`src/rtl/mshrt_pkg.sv`:
```
package mshrt_pkg;

  // Room check: merging is capped per entry, allocating is capped by table size.
  function automatic logic full_rule(input logic hit, input int unsigned cnt,
                                     input int unsigned nvalid,
                                     input int unsigned merge_max,
                                     input int unsigned entries);
    return hit ? (cnt >= merge_max) : (nvalid >= entries);
  endfunction

  // Pointer advance with wrap for a depth that need not be a power of two.
  function automatic int unsigned wrap_inc(input int unsigned ptr, input int unsigned depth);
    return (ptr == depth - 1) ? 0 : ptr + 1;
  endfunction

endpackage

```
`src/rtl/mshrt_entry.sv`:
```
module mshrt_entry #(
  parameter int ADDR_W    = 16,
  parameter int ID_W      = 6,
  parameter int MERGE_MAX = 3,
  parameter int CNT_W     = $clog2(MERGE_MAX + 1)
) (
  input  logic              clk,
  input  logic              rst_n,
  input  logic              alloc_i,
  input  logic              merge_i,
  input  logic              pop_i,
  input  logic              mark_i,
  input  logic [ADDR_W-1:0] addr_i,
  input  logic [ID_W-1:0]   id_i,
  input  logic              atomic_i,
  output logic              valid_o,
  output logic [ADDR_W-1:0] addr_o,
  output logic              atomic_o,
  output logic              ready_o,
  output logic [CNT_W-1:0]  cnt_o,
  output logic [ID_W-1:0]   head_id_o
);

  logic [ID_W-1:0]  ids_q [MERGE_MAX];
  logic [CNT_W-1:0] cnt_nxt;
  logic [CNT_W-1:0] wr_idx;

  assign cnt_nxt   = cnt_o + CNT_W'(merge_i) - CNT_W'(pop_i);
  assign wr_idx    = cnt_o - CNT_W'(pop_i);
  assign head_id_o = ids_q[0];

  always_ff @(posedge clk or negedge rst_n) begin
    if (!rst_n) begin
      valid_o  <= 1'b0;
      addr_o   <= '0;
      atomic_o <= 1'b0;
      ready_o  <= 1'b0;
      cnt_o    <= '0;
      for (int k = 0; k < MERGE_MAX; k++) ids_q[k] <= '0;
    end else if (alloc_i) begin
      valid_o  <= 1'b1;
      addr_o   <= addr_i;
      atomic_o <= atomic_i;
      ready_o  <= 1'b0;
      cnt_o    <= CNT_W'(1);
      ids_q[0] <= id_i;
    end else if (valid_o) begin
      if (pop_i)
        for (int k = 0; k < MERGE_MAX - 1; k++) ids_q[k] <= ids_q[k+1];
      if (merge_i)
        for (int k = 0; k < MERGE_MAX; k++)
          if (wr_idx == CNT_W'(k)) ids_q[k] <= id_i;
      cnt_o <= cnt_nxt;
      if (cnt_nxt == '0) begin
        valid_o  <= 1'b0;
        ready_o  <= 1'b0;
        atomic_o <= 1'b0;
      end else begin
        ready_o  <= ready_o | mark_i;
        atomic_o <= atomic_o | (merge_i & atomic_i);
      end
    end
  end

  // a merge without a pop grows the list by one
  a_r4_append: assert property (@(posedge clk) disable iff (!rst_n)
    valid_o && merge_i && !pop_i && !alloc_i |=> cnt_o == $past(cnt_o) + CNT_W'(1));
  // popping the last ID with no merge frees the entry
  a_r7_free: assert property (@(posedge clk) disable iff (!rst_n)
    valid_o && pop_i && !merge_i && cnt_o == CNT_W'(1) |=> !valid_o);
  // merge and pop together keep the entry alive
  a_r9_keep: assert property (@(posedge clk) disable iff (!rst_n)
    valid_o && pop_i && merge_i |=> valid_o);
  // the list never exceeds the merge cap
  a_r2_cap: assert property (@(posedge clk) disable iff (!rst_n)
    valid_o |-> cnt_o <= CNT_W'(MERGE_MAX) && cnt_o != '0);

endmodule

```
`src/rtl/mshrt_rdyq.sv`:
```
module mshrt_rdyq #(
  parameter int DEPTH = 4,
  parameter int W     = 2
) (
  input  logic         clk,
  input  logic         rst_n,
  input  logic         push_i,
  input  logic [W-1:0] din_i,
  input  logic         pop_i,
  output logic [W-1:0] dout_o,
  output logic         empty_o
);
  import mshrt_pkg::*;

  localparam int PW = (DEPTH > 1) ? $clog2(DEPTH) : 1;
  localparam int CW = $clog2(DEPTH + 1);

  logic [W-1:0]  mem_q [DEPTH];
  logic [PW-1:0] rd_q, wr_q;
  logic [CW-1:0] cnt_q;

  assign dout_o  = mem_q[rd_q];
  assign empty_o = (cnt_q == '0);

  always_ff @(posedge clk or negedge rst_n) begin
    if (!rst_n) begin
      rd_q  <= '0;
      wr_q  <= '0;
      cnt_q <= '0;
      for (int k = 0; k < DEPTH; k++) mem_q[k] <= '0;
    end else begin
      if (push_i) begin
        mem_q[wr_q] <= din_i;
        wr_q <= PW'(wrap_inc(int'(wr_q), DEPTH));
      end
      if (pop_i) rd_q <= PW'(wrap_inc(int'(rd_q), DEPTH));
      cnt_q <= cnt_q + CW'(push_i) - CW'(pop_i);
    end
  end

  // one slot per entry, so the ready order never overflows
  a_r6_no_overflow: assert property (@(posedge clk) disable iff (!rst_n)
    push_i && !pop_i |-> cnt_q < CW'(DEPTH));
  // only a non-empty ready order is popped
  a_r10_no_underflow: assert property (@(posedge clk) disable iff (!rst_n)
    pop_i |-> !empty_o);

endmodule

```
`src/rtl/mshr_merge_table.sv`:
```
module mshr_merge_table #(
  parameter int ADDR_W    = 16,
  parameter int ID_W      = 6,
  parameter int ENTRIES   = 4,
  parameter int MERGE_MAX = 3
) (
  input  logic              clk,
  input  logic              rst_n,
  input  logic [ADDR_W-1:0] req_addr,
  input  logic [ID_W-1:0]   req_id,
  input  logic              req_atomic,
  input  logic              req_add,
  output logic              req_hit,
  output logic              req_full,
  input  logic              fill_valid,
  input  logic [ADDR_W-1:0] fill_addr,
  output logic              fill_atomic,
  output logic              drain_ready,
  input  logic              drain_pop,
  output logic [ID_W-1:0]   drain_id,
  output logic [ADDR_W-1:0] drain_addr,
  output logic              err
);
  import mshrt_pkg::*;

  localparam int IDX_W = (ENTRIES > 1) ? $clog2(ENTRIES) : 1;
  localparam int CNT_W = $clog2(MERGE_MAX + 1);
  localparam int NV_W  = $clog2(ENTRIES + 1);

  logic [ENTRIES-1:0] e_valid, e_atomic, e_ready;
  logic [ENTRIES-1:0] req_match, fill_match;
  logic [ENTRIES-1:0] alloc_vec, merge_vec, pop_vec, mark_vec;
  logic [ADDR_W-1:0]  e_addr [ENTRIES];
  logic [CNT_W-1:0]   e_cnt  [ENTRIES];
  logic [ID_W-1:0]    e_head [ENTRIES];

  logic [IDX_W-1:0] hit_idx, fill_idx, free_idx, head_idx;
  logic [NV_W-1:0]  nvalid;

  // named internal events
  logic add_ok, add_merge, add_alloc, fill_hit, fill_ok, pop_ok, head_freed, q_empty;

  always_comb begin
    hit_idx  = '0;
    fill_idx = '0;
    free_idx = '0;
    nvalid   = '0;
    for (int i = 0; i < ENTRIES; i++) begin
      req_match[i]  = e_valid[i] && (e_addr[i] == req_addr);
      fill_match[i] = e_valid[i] && (e_addr[i] == fill_addr);
      if (req_match[i])  hit_idx  = IDX_W'(i);
      if (fill_match[i]) fill_idx = IDX_W'(i);
      nvalid = nvalid + NV_W'(e_valid[i]);
    end
    for (int i = ENTRIES - 1; i >= 0; i--)
      if (!e_valid[i]) free_idx = IDX_W'(i);
  end

  assign req_hit   = |req_match;
  assign req_full  = full_rule(req_hit, int'(e_cnt[hit_idx]), int'(nvalid), MERGE_MAX, ENTRIES);
  assign add_ok    = req_add && !req_full;
  assign add_merge = add_ok && req_hit;
  assign add_alloc = add_ok && !req_hit;

  assign fill_hit    = |fill_match;
  assign fill_ok     = fill_valid && fill_hit && !e_ready[fill_idx];
  assign fill_atomic = fill_hit && e_atomic[fill_idx];

  assign drain_ready = !q_empty;
  assign drain_id    = e_head[head_idx];
  assign drain_addr  = e_addr[head_idx];
  assign pop_ok      = drain_pop && drain_ready;
  assign head_freed  = pop_ok && (e_cnt[head_idx] == CNT_W'(1)) && !merge_vec[head_idx];

  for (genvar g = 0; g < ENTRIES; g++) begin : g_ent
    assign alloc_vec[g] = add_alloc && (free_idx == IDX_W'(g));
    assign merge_vec[g] = add_merge && (hit_idx  == IDX_W'(g));
    assign pop_vec[g]   = pop_ok    && (head_idx == IDX_W'(g));
    assign mark_vec[g]  = fill_ok   && (fill_idx == IDX_W'(g));

    mshrt_entry #(
      .ADDR_W(ADDR_W), .ID_W(ID_W), .MERGE_MAX(MERGE_MAX), .CNT_W(CNT_W)
    ) u_entry (
      .clk(clk), .rst_n(rst_n),
      .alloc_i(alloc_vec[g]), .merge_i(merge_vec[g]),
      .pop_i(pop_vec[g]), .mark_i(mark_vec[g]),
      .addr_i(req_addr), .id_i(req_id), .atomic_i(req_atomic),
      .valid_o(e_valid[g]), .addr_o(e_addr[g]), .atomic_o(e_atomic[g]),
      .ready_o(e_ready[g]), .cnt_o(e_cnt[g]), .head_id_o(e_head[g])
    );
  end

  mshrt_rdyq #(.DEPTH(ENTRIES), .W(IDX_W)) u_rdyq (
    .clk(clk), .rst_n(rst_n),
    .push_i(fill_ok), .din_i(fill_idx),
    .pop_i(head_freed), .dout_o(head_idx), .empty_o(q_empty)
  );

  always_ff @(posedge clk or negedge rst_n) begin
    if (!rst_n) err <= 1'b0;
    else if ((req_add && req_full) || (fill_valid && !(fill_hit && !e_ready[fill_idx])))
      err <= 1'b1;
  end

  // addresses are unique across valid entries
  a_r1_unique: assert property (@(posedge clk) disable iff (!rst_n)
    $onehot0(req_match));
  // an accepted fill is visible at the drain port next cycle
  a_r6_fill_ready: assert property (@(posedge clk) disable iff (!rst_n)
    fill_ok |=> drain_ready);
  // the error flag is sticky
  a_r8_sticky: assert property (@(posedge clk) disable iff (!rst_n)
    err |=> err);
  // a refused add leaves the valid set unchanged
  a_r8_no_alloc: assert property (@(posedge clk) disable iff (!rst_n)
    req_add && req_full && !pop_ok |=> $stable(e_valid));

endmodule

```
`config.mk`:
```
export PLATFORM = sky130hd
export DESIGN_NAME = mshr_merge_table
export DESIGN_NICKNAME = d
export VERILOG_FILES = /design/src/rtl/mshrt_pkg.sv /design/src/rtl/mshrt_entry.sv /design/src/rtl/mshrt_rdyq.sv /design/src/rtl/mshr_merge_table.sv
export SDC_FILE = /design/constraint.sdc
export NUM_CORES = 1
export LEC_CHECK = 0
export BUFFER_PORTS_ARGS = -buffer_cell sky130_fd_sc_hd__buf_4
export CAP_MARGIN = 25
export CORE_ASPECT_RATIO = 1.25
export CORE_MARGIN = 8
export CORE_UTILIZATION = 30
export CTS_BUF_LIST = sky130_fd_sc_hd__clkbuf_16
export DETAILED_ROUTE_END_ITERATION = 10
export SETUP_SLACK_MARGIN = 0.15
export SKIP_LAST_GASP = 1
export SYNTH_ARGS = -nofsm -noshare
export SYNTH_HDL_FRONTEND = slang
export SYNTH_SLANG_ARGS = --single-unit
```
`constraint.sdc`:
```
create_clock -name clk -period 5.5 [get_ports clk]
set_clock_uncertainty 0.2 [all_clocks]
set_input_delay 1.1 -clock clk [delete_from_list [all_inputs] [get_ports clk]]
set_output_delay 1.1 -clock clk [all_outputs]
set_load 0.03 [all_outputs]
```
==> impl_metrics.ini <==
[outcome]
status = completed

[synthesis]
synth_edf_count = 0
syn-num-nets = 1136
ys.warnings.count = 0
async_reset_ff_share_pct = 100
seq_area_frac_synth_pct = 39.5
syn_inst = 1071
mappedNetlistArea_mm2 = 0.0109
syn_avg_cell_area_um2 = 10.2
synth_seq_cells = 172
synth_top_area_cell = dfrtp_1
yosys-top-cells-area = dfrtp_1 (39%), mux2_2 (8.5%), xnor2_1 (8.3%)
synth_ff_type = dfrtp_1
yosysTopAreaCellShare_pct = 39.5
ys_types = 73

[power]
ir_drop_mv = 0.229
p_leak_nw = 5.21
p_per_area_mw_per_mm2 = 468

[floorplan]
fp-row-count = 78
start_util_pct = 30.2
core-area_mm2 = 0.0361
die_h_um = 229
dieArea_mm2 = 0.0427
num_io_pins = 71
die_w_um = 186

[placed_design]
io_buffer_count = 70
place_hpwl_um = 27000
dp.cells = 1578
gp_congestion = 0.980

[finish]
final_util_pct = 34.8
area_growth_pct = 15.3
final_cells = 1610
nets = 1182
final_layout_size_suffix_gt1_share_pct = 23.1
diodes = 0

[hold_path]
min_from = u_rdyq.mem_q[3]$_DFFE_PN0P_
hp-class = reg2reg
hold_end = u_rdyq.mem_q[3]$_DFFE_PN0P_
hold_depth = 1

[timing]
tightest_slew_ns = 0.932
finalSetupViolCount = 0
max_freq_mhz = 204
whs_ns = 0.304
drv_slew = 0
slew_headroom_pct = 37.3
grt_setup_unrepaired = false
fin_crit_sh_pct = 88.9
setup_tns_ns = 0
period_needed_ns = 4.89
timing.final.hold_violations = 0

[setup_path]
crit_family = simple AND/OR/NAND/NOR gates
cp.required_ns = 4.20
end_kind = primary output
path_cells = buf_4, xnor2_1, nand4_1, nor4_1, a32oi_1, o21a_1, o211ai_1, nand2_1, buf_4
cpPeakStageDelay_ns = 0.50
startpoint = req_addr[7]
crit_slowest_cell = nor4_1
r2r-end = u_rdyq.cnt_q[2]$_DFF_PN0_
arrival_ns = 3.59
rrSetupSlack_ns = 1.04
path_max_fanout = 8
r2r_start = g_ent[3].u_entry.addr_o[6]$_DFFE_PN0P_
crit_buf_inv = 2
worstRegToRegCells = 15
criticalPathCategory = in2out
start_kind = input port
worst_path_most_repeated_cell = buf_4

[global_route]
grt_pass1_wl_um = 54800
grt_pass1_vias = 8893
grt_antenna_before_repair = 0
grt_max_degree = 94
grtUsageTotal_pct = 16.5
grt_overflow_total = 0

[clocking]
ctsHoldBuffers = 0
cts_root_buf = clkbuf_16
numCtsBuffers = 17
postCtsSetupRepairBufs = 0
clock_sinks = 172
clock_latency_ns = 0.45
cts_resized = 0
cts_tree = yes
ctsHtreeMaxLevel = 4
cts.clk_slew.worst_paths_ns = 0.07
clk_path_buf_depth = 2

[route]
drt-vias-per-instance = 5.37
post_drt_wl_per_cell_um = 21.9
drc = 0
ant_nets = 0
vias = 8651
routed_wl_um = 35300
firstDrtPassIters = 5
drt_iter0_markers = 652

[job]
max-cap-violations = 0
how the worst max path moves through the flow:
stage	endpoint	slack [ns]	cells after the start
after floorplan	g_ent[1].u_entry.atomic_o$_DFFE_PN0P_	0.66	18
after global placement	u_rdyq.cnt_q[2]$_DFF_PN0_	0.22	16
after detailed placement	u_rdyq.cnt_q[2]$_DFF_PN0_	0.24	16
after CTS	u_rdyq.cnt_q[2]$_DFF_PN0_	0.69	16
after global routing	g_ent[0].u_entry.atomic_o$_DFFE_PN0P_	0.39	17
final	req_full	0.61	9
registers in the layout, indices dropped and copies added, names as in the netlist:
register	count
g_ent.u_entry.cnt_o	8
u_rdyq.cnt_q	3
err	1
g_ent.u_entry.atomic_o	4
u_rdyq.wr_q	2
u_rdyq.rd_q	2
g_ent.u_entry.head_id_o	24
g_ent.u_entry.ids_q	48
g_ent.u_entry.valid_o	4
u_rdyq.mem_q	8
g_ent.u_entry.addr_o	64
g_ent.u_entry.ready_o	4
cells in the mapped netlist, types with 25 or more instances:
cell type	instances
buf_2	25
nor2_1	47
nand4_1	47
xor2_1	41
inv_1	37
a221o_1	25
nand2_1	131
xnor2_1	103
nand3_1	42
clkbuf_1	38
mux2_2	82
dfrtp_1	172
cells by family after synthesis:
kind of cell	Yosys count	synth area share (%)
AOI/OAI and AO/OA	129	9.38
xor gates and xnor gates	144	11.6
adders and majority gates	21	2.55
buffers and inverters	108	4.11
DFF	172	39.5
muxes	109	13.7
and+or+nand+nor	388	19.2
layout by cell type, fill, tap and decap left out, types with 4 or more instances in the layout:
| cell type | count |
|---|---|
| nand2b_1 | 8 |
| buf_4 | 94 |
| o31ai_1 | 5 |
| mux2_2 | 82 |
| o221ai_1 | 6 |
| nand4b_1 | 4 |
| and3_1 | 4 |
| or3_1 | 8 |
| clkbuf_16 | 17 |
| ha_1 | 19 |
| xnor2_1 | 103 |
| o2bb2ai_1 | 7 |
| nand3_1 | 42 |
| xor2_1 | 41 |
| clkinv_8 | 4 |
| nand4_1 | 47 |
| a31oi_1 | 6 |
| a21oi_1 | 18 |
| o21a_1 | 5 |
| nor4_2 | 6 |
| nor4_1 | 18 |
| inv_1 | 37 |
| and2_1 | 16 |
| a211o_1 | 8 |
| a22oi_1 | 8 |
| nor2_1 | 47 |
| a221o_1 | 25 |
| nand2_1 | 131 |
| mux4_2 | 24 |
| inv_8 | 6 |
| nor3_1 | 13 |
| o21ai_0 | 15 |
| nor2b_1 | 9 |
| dfrtp_1 | 172 |
where the power goes:
| group | total (mW) | internal [mW] | switching, mW |
|---|---|---|---|
| Clock | 1.27 | 0.660 | 0.612 |
| Combinational | 2.45 | 1.06 | 1.39 |
| Sequential | 2.17 | 1.63 | 0.536 |
| Total | 5.89 | 3.35 | 2.53 |
stage by stage:
stage               instance area (um^2)  setup slack, ns  total power, mW
global placement                   11900            0.223             4.57
floorplan                          10900            0.658             3.69
finish                             12600            0.608             5.89
detailed placement                 11900            0.242             4.60
global route                       12600            0.389             6.20
CTS                                12600            0.692             5.90
worst register-to-register path, stage by stage (launching register included):
cell and delay [ns]:
dfrtp_1 0.45, xnor2_1 0.39, nand3_1 0.18, nor3_2 0.39, and2_1 0.41, a21oi_1 0.19, a211o_1 0.38, buf_4 0.21
a21oi_1 0.34, ha_1 0.30, inv_1 0.05, ha_1 0.13, inv_1 0.05, fa_1 0.40, xnor2_1 0.18, xnor2_1 0.14
final cells by class:
cell class                 instances  area [um^2]
clock buffer                      17          425
clock inverter                    15          196
fill                            3707        23500
inverter                          39          146
multi-input combinational        791         6160
sequential                       172         4300
tap                              480          601
timing repair buffer              96          737
layer usage:
| metal | GRT usage [%] | wire length [um] | vias to the layer above |
|---|---|---|---|
| met5 | 0 | 0 | - |
| met4 | 8.10 | 1500 | 0 |
| met3 | 3.31 | 1810 | 76 |
| met2 | 27.9 | 17500 | 302 |
| met1 | 19.7 | 14500 | 4323 |
| li1 | - | - | 3950 |
(Power assumes the default switching activity.)
